### src/rtl/pfx_pkg.sv
package pfx_pkg;
   localparam logic [3:0] OPC_LOAD  = 4'h1;
   localparam logic [3:0] OPC_STORE = 4'h2;
   localparam logic [3:0] OPC_ADD   = 4'h3;
   localparam logic [3:0] OPC_MUL   = 4'h4;
   localparam logic [3:0] OPC_STOP  = 4'hF;

   typedef enum logic [1:0] {
      ST_RUN  = 2'd0,
      ST_LOAD = 2'd1,
      ST_STOP = 2'd2
   } eng_state_e;
endpackage

### src/rtl/pfx_decode.sv
module pfx_decode #(
   parameter int AW  = 12,
   parameter int OPW = 4,
   localparam int IW = OPW + AW
) (
   input  logic [IW-1:0] word,
   output logic          is_load,
   output logic          is_store,
   output logic          is_add,
   output logic          is_mul,
   output logic          is_stop,
   output logic [AW-1:0] addr
);
   import pfx_pkg::*;

   generate
      if (OPW != 4) begin : g_bad_opw
         $error("pfx_decode: opcode field must be 4 bits wide");
      end
   endgenerate

   logic [OPW-1:0] opc;
   assign opc  = word[IW-1 -: OPW];
   assign addr = word[AW-1:0];

   always_comb begin
      is_load  = (opc == OPC_LOAD);
      is_store = (opc == OPC_STORE);
      is_add   = (opc == OPC_ADD);
      is_mul   = (opc == OPC_MUL);
      is_stop  = (opc == OPC_STOP);
   end
endmodule

### src/rtl/pfx_alu.sv
module pfx_alu #(
   parameter int DW = 16
) (
   input  logic [DW-1:0] lhs,
   input  logic [DW-1:0] rhs,
   input  logic          mul_sel,
   output logic [DW-1:0] res
);
   generate
      if (DW < 1) begin : g_bad_dw
         $error("pfx_alu: data width must be positive");
      end
   endgenerate

   logic [DW-1:0] sum_w;
   logic [DW-1:0] prod_w;

   always_comb begin
      sum_w  = lhs + rhs;
      prod_w = lhs * rhs;
      res    = mul_sel ? prod_w : sum_w;
   end
endmodule

### src/rtl/pfx_stack.sv
module pfx_stack #(
   parameter int DW    = 16,
   parameter int DEPTH = 8,
   localparam int CW   = $clog2(DEPTH + 1),
   localparam int IXW  = (DEPTH > 1) ? $clog2(DEPTH) : 1
) (
   input  logic          clk,
   input  logic          rst_n,
   input  logic          push_en,
   input  logic [DW-1:0] push_data,
   input  logic          pop_en,
   input  logic          fold_en,
   input  logic [DW-1:0] fold_data,
   output logic [DW-1:0] top,
   output logic [DW-1:0] second,
   output logic          full,
   output logic          empty,
   output logic          few
);
   generate
      if (DEPTH < 2) begin : g_bad_depth
         $error("pfx_stack: depth must hold at least two entries");
      end
   endgenerate

   logic [DEPTH-1:0][DW-1:0] slot_q;
   logic [CW-1:0]            cnt_q;
   logic [IXW-1:0]           top_ix;
   logic [IXW-1:0]           sec_ix;

   assign top_ix = IXW'(cnt_q - CW'(1));
   assign sec_ix = IXW'(cnt_q - CW'(2));
   assign top    = slot_q[top_ix];
   assign second = slot_q[sec_ix];
   assign full   = (cnt_q == CW'(DEPTH));
   assign empty  = (cnt_q == '0);
   assign few    = (cnt_q < CW'(2));

   always_ff @(posedge clk) begin
      if (!rst_n) begin
         slot_q <= '0;
         cnt_q  <= '0;
      end else begin
         for (int i = 0; i < DEPTH; i++) begin
            if (push_en && cnt_q == CW'(i))
               slot_q[i] <= push_data;
            else if (fold_en && cnt_q == CW'(i + 2))
               slot_q[i] <= fold_data;
         end
         if (push_en)
            cnt_q <= cnt_q + CW'(1);
         else if (pop_en || fold_en)
            cnt_q <= cnt_q - CW'(1);
      end
   end
endmodule

### src/rtl/postfix_engine.sv
module postfix_engine #(
   parameter int DW    = 16,
   parameter int AW    = 12,
   parameter int OPW   = 4,
   parameter int DEPTH = 8,
   localparam int IW   = OPW + AW
) (
   input  logic          clk,
   input  logic          rst_n,
   input  logic          instr_valid,
   output logic          instr_ready,
   input  logic [IW-1:0] instr_word,
   output logic          mem_rd,
   output logic          mem_wr,
   output logic [AW-1:0] mem_addr,
   output logic [DW-1:0] mem_wdata,
   input  logic [DW-1:0] mem_rdata,
   output logic          overflow,
   output logic          underflow,
   output logic          halted
);
   import pfx_pkg::*;

   eng_state_e    state_q, state_d;
   logic          fire;
   logic          d_load, d_store, d_add, d_mul, d_stop;
   logic [AW-1:0] d_addr;
   logic          st_full, st_empty, st_few;
   logic [DW-1:0] st_top, st_second, alu_res;
   logic          load_ok, load_bad, store_ok, store_bad, arith_ok, arith_bad;
   logic          ovf_q, unf_q;

   pfx_decode #(.AW(AW), .OPW(OPW)) u_decode (
      .word     (instr_word),
      .is_load  (d_load),
      .is_store (d_store),
      .is_add   (d_add),
      .is_mul   (d_mul),
      .is_stop  (d_stop),
      .addr     (d_addr)
   );

   assign instr_ready = (state_q == ST_RUN);
   assign fire        = instr_valid && instr_ready;

   always_comb begin
      load_ok   = fire && d_load  && !st_full;
      load_bad  = fire && d_load  &&  st_full;
      store_ok  = fire && d_store && !st_empty;
      store_bad = fire && d_store &&  st_empty;
      arith_ok  = fire && (d_add || d_mul) && !st_few;
      arith_bad = fire && (d_add || d_mul) &&  st_few;
   end

   pfx_alu #(.DW(DW)) u_alu (
      .lhs     (st_second),
      .rhs     (st_top),
      .mul_sel (d_mul),
      .res     (alu_res)
   );

   pfx_stack #(.DW(DW), .DEPTH(DEPTH)) u_stack (
      .clk       (clk),
      .rst_n     (rst_n),
      .push_en   (state_q == ST_LOAD),
      .push_data (mem_rdata),
      .pop_en    (store_ok),
      .fold_en   (arith_ok),
      .fold_data (alu_res),
      .top       (st_top),
      .second    (st_second),
      .full      (st_full),
      .empty     (st_empty),
      .few       (st_few)
   );

   assign mem_rd    = load_ok;
   assign mem_wr    = store_ok;
   assign mem_addr  = d_addr;
   assign mem_wdata = st_top;

   always_comb begin
      state_d = state_q;
      case (state_q)
         ST_RUN: begin
            if (load_ok)
               state_d = ST_LOAD;
            else if (fire && d_stop)
               state_d = ST_STOP;
         end
         ST_LOAD: state_d = ST_RUN;
         default: state_d = ST_STOP;
      endcase
   end

   always_ff @(posedge clk) begin
      if (!rst_n) begin
         state_q <= ST_RUN;
         ovf_q   <= 1'b0;
         unf_q   <= 1'b0;
      end else begin
         state_q <= state_d;
         ovf_q   <= ovf_q | load_bad;
         unf_q   <= unf_q | store_bad | arith_bad;
      end
   end

   assign overflow  = ovf_q;
   assign underflow = unf_q;
   assign halted    = (state_q == ST_STOP);
endmodule

### config.mk
export PLATFORM = sky130hd
export DESIGN_NAME = postfix_engine
export DESIGN_NICKNAME = d
export VERILOG_FILES = /design/src/rtl/pfx_pkg.sv /design/src/rtl/pfx_decode.sv /design/src/rtl/pfx_alu.sv /design/src/rtl/pfx_stack.sv /design/src/rtl/postfix_engine.sv
export SDC_FILE = /design/constraint.sdc
export NUM_CORES = 1
export LEC_CHECK = 0
export BUFFER_PORTS_ARGS = -buffer_cell sky130_fd_sc_hd__buf_2
export CAP_MARGIN = 15
export CORE_MARGIN = 5
export CORE_UTILIZATION = 45
export CTS_BUF_LIST = sky130_fd_sc_hd__clkbuf_4 sky130_fd_sc_hd__clkbuf_8 sky130_fd_sc_hd__clkbuf_16
export CTS_CLUSTER_SIZE = 24
export DETAILED_ROUTE_END_ITERATION = 10
export MAX_ROUTING_LAYER = met4
export SLEW_MARGIN = 30
export SYNTH_ARGS = -nofsm -noshare
export SYNTH_HDL_FRONTEND = slang
export SYNTH_SLANG_ARGS = --single-unit
### constraint.sdc
create_clock -name clk -period 12.2 [get_ports clk]
set_clock_uncertainty 0.15 [all_clocks]
set_input_delay 1.83 -clock clk [delete_from_list [all_inputs] [get_ports clk]]
set_output_delay 1.83 -clock clk [all_outputs]
set_load 0.02 [all_outputs]
==> out/qor_table.md <==
| Metric | Value | Unit |
|---|---|---|
| DIE WIDTH | 179 | um |
| Upper clock frequency limit | 105 | MHz |
| Final Cycle Share | 78.2 | % |
| Number of distinct library cell variants in the gate-level netlist after synthesis | 65 | - |
| Drt initial violations | 1,257 | - |
| TritonCTS clock tree | built | - |
| Warning count from the yosys run | 0 | - |
| Total nets after synthesis | 1,622 | - |
| Wirelength per Cell | 24.4 | um |
| Layout Cell Area excl Fill | 14,000 | um2 |
| Cell accounting for the most synthesized area | dfxtp_1 | - |
| Fraction of layout instances using a drive strength above 1 | 15.3 | % |
| Syn-to-layout area delta | 8.02 | % |
| Number of global-route vias before repair | 11,400 | - |
| Number of clock buffers inserted by TritonCTS | 17 | - |
| Global route overflow | 0 | - |
| Global-route wire length before repair | 67.5 | mm |
| Most frequent cells after synthesis | 155 x inv_1, 141 x nand2_1, 136 x dfxtp_1 | - |
| Setup repair after global routing missed its margin | no | - |
| Slew at the pin closest to its max-slew limit | 1.04 | ns |
| Start-to-end type of the worst setup path | reg -> reg | - |
| Max-slew headroom at the worst pin | 30.3 | % |
| Cell Area, Synth | 12,900 | um2 |
| Vias post-DR | 11,400 | - |
| Fin util | 48.9 | % |
| Cell area after placement | 13,300 | um2 |
| Antenna violations before repair | 0 | - |
| Final Setup Violations | 0 | - |
| Post-synth ARST share | 0 | % |
| Ranking of synthesized cells by area | dfxtp_1 21%, fa_1 12%, mux4_2 9.6% | - |
| Worst-case vdd ir drop | 0.0768 | mV |
| Count of pins over their slew limit | 0 | - |
| Total of hold buffers inserted after clock tree synthesis | 0 | - |
| Run status | completed | - |
| Half-perimeter wire length of the detailed placement result | 31.2 | mm |
| Req. time, crit path | 12.38 | ns |
| Number of storage elements in the synthesis netlist | 136 | - |
| Setup crit end kind | register | - |
| Most frequently used flop master after synthesis | dfxtp_1 | - |
| Gates resized, CTS repair | 0 | - |
| Total negative slack | 0 | ns |
| Sequential cell area fraction in the yosys report | 21.1 | % |
| Clk root buf | clkbuf_16 | - |
| Overall routed net length | 44.4 | mm |
| CTS Sinks | 136 | - |
| Tmin final | 9.54 | ns |
| Floorplan die area | 32,200 | um2 |
| Number of synthesized flops with an enable pin | 0 | - |
| Leak | 0.00568 | uW |
| Final standard cell count with taps included and fillers excluded | 1,821 | - |
| Final Wtd Congestion | 0.927 | - |
| Inst Count DP | 1,787 | - |
| Post-Syn Instances | 1,434 | - |
| Post-detailed-route via-to-cell ratio | 6.26 | - |
| Maximum number of pins on one net before global-route repair | 88 | - |
| Pwr Density | 84.9 | nW/um2 |
| Final Hold Fails | 0 | - |
| Number of buffers inserted by port buffering | 44 | - |
| Clock Pin Slew Worst Setup and Hold Paths | 0.07 | ns |
| Residual DRC count | 0 | - |
| Maximum capacitance violations | 0 | - |
| Yosys top cell area share | 21.1 | % |
| Count of H-tree levels built during CTS | 4 | - |
| Die H | 179 | um |
| Total number of placement rows | 62 | - |
| Count of boundary I/O pins | 69 | - |
| Insertion delay to the later sink of the worst-skew pair | 0.43 | ns |
| Final #Nets | 1,610 | - |
| Mean instance size in the synthesized netlist | 9.01 | um2 |
| Startpoint kind of the worst setup timing path | register | - |
| Most repeated cell in the gate-level netlist after synthesis | inv_1 | - |
| Number of nets with antenna violations after detailed routing | 0 | - |
| Starting density of the core | 45.3 | % |
| Type of the worst min-delay path | reg -> reg | - |
| Number of buffers on the longest clock path | 2 | - |
| Post-CTS Setup Bufs | 0 | - |
| Critical-path maximum fanout | 42 | - |
| Pre-antenna DRT Iters | 6 | - |
| Worst endpoint data arrival time | 9.72 | ns |
| Global-route usage over all layers | 27.7 | % |
| Area inside the core boundary | 28,500 | um2 |
[area by class of cell]
class                      count  area [um2]
antenna                        2        5.00
sequential                   136        2730
multi-input combinational   1026        9060
inverter                     164         616
clock buffer                  23         500
timing repair buffer          77         475
tap                          384         480
fill                        2842       14600
clock inverter                 9        88.8
[routing by layer]
metal	track usage [%]	share of wire, %	vias to the layer above
li1	-	-	5005
met5	-	0	-
met1	34.7	40	5610
met2	43.1	46	636
met4	13.1	5.2	0
met3	5.60	8.8	157
[stage by stage]
| step | hold WS [ns] | setup slack, ns | total power (uW) |
|---|---|---|---|
| floorplan | 0.289 | 3.43 | 632 |
| global placement | 0.306 | 2.90 | 675 |
| detailed placement | 0.311 | 2.70 | 676 |
| CTS | 0.319 | 2.67 | 1190 |
| global route | 0.351 | 2.22 | 1220 |
| finish | 0.322 | 2.66 | 1180 |
[critical path: stages, from the launching register on]
cell and delay (ns):
dfxtp_2 0.31, buf_4 0.56, inv_1 0.23, ha_2 0.91, mux4_2 0.59, mux2i_1 0.69, inv_1 0.27, ha_1 0.33
xor2_1 0.17, ha_1 0.20, a21oi_1 0.22, fa_1 0.48, fa_1 0.50, fa_1 0.55, inv_1 0.05, fa_1 0.49
inv_1 0.05, fa_1 0.49, inv_1 0.05, ha_1 0.34, nand3_1 0.11, a211oi_1 0.07, or4_1 0.47, and3_1 0.20
a31oi_1 0.55, o21ai_0 0.19, and2_1 0.20
[report_power, final]
group	internal [uW]	leakage, uW	switching (uW)
clock network	311	0.000286	207
logic	79.4	0.00430	136
registers	447	0.00110	4.09
total	838	0.00568	347
[registers in the layout, indices dropped and copies added, names as in the netlist]
register,count
state_q,2
u_stack.cnt_q,4
overflow,1
underflow,1
u_stack.slot_q,128
[worst paths after layout]
check	slack [ns]	depth (start not counted)	start	to
setup reg to reg	2.66	26	u_stack.cnt_q[1]	u_stack.slot_q[125]
hold / removal	0.32	2	u_stack.slot_q[19]	u_stack.slot_q[19]
hold reg to reg	0.32	2	u_stack.slot_q[19]	u_stack.slot_q[19]
setup / recovery	2.66	26	u_stack.cnt_q[1]	u_stack.slot_q[125]
[kinds of logic (layout without fill, tap and decap cells)]
group / Yosys count / count (layout) / synth area share (%)
other cells: 0 / 2 / 0
mux: 100 / 100 / 15.2
flops: 136 / 136 / 21.1
buf+inv: 272 / 273 / 9.07
xor+xnor: 50 / 50 / 3.81
simple gates: 371 / 371 / 13.0
fa+ha+maj: 153 / 153 / 19.5
compound gates: 352 / 352 / 18.4
[layout by cell type, fill, tap and decap left out, types with 9 or more instances in the layout]
cell type,n
clkbuf_16,18
and2_1,38
buf_2,44
mux4_1,9
inv_1,154
buf_4,31
nor2b_1,9
ha_1,72
nand2_1,141
nor2_1,103
and3_1,11
nand3_1,9
a21oi_1,83
mux2i_1,12
a211oi_1,15
nor3_1,28
a221oi_1,16
o21ai_0,69
mux2_2,11
xor2_1,11
a21o_1,10
fa_1,80
a22oi_1,96
mux4_2,55
dfxtp_1,134
xnor2_1,35
o21a_1,9
(Power assumes the default switching activity.)
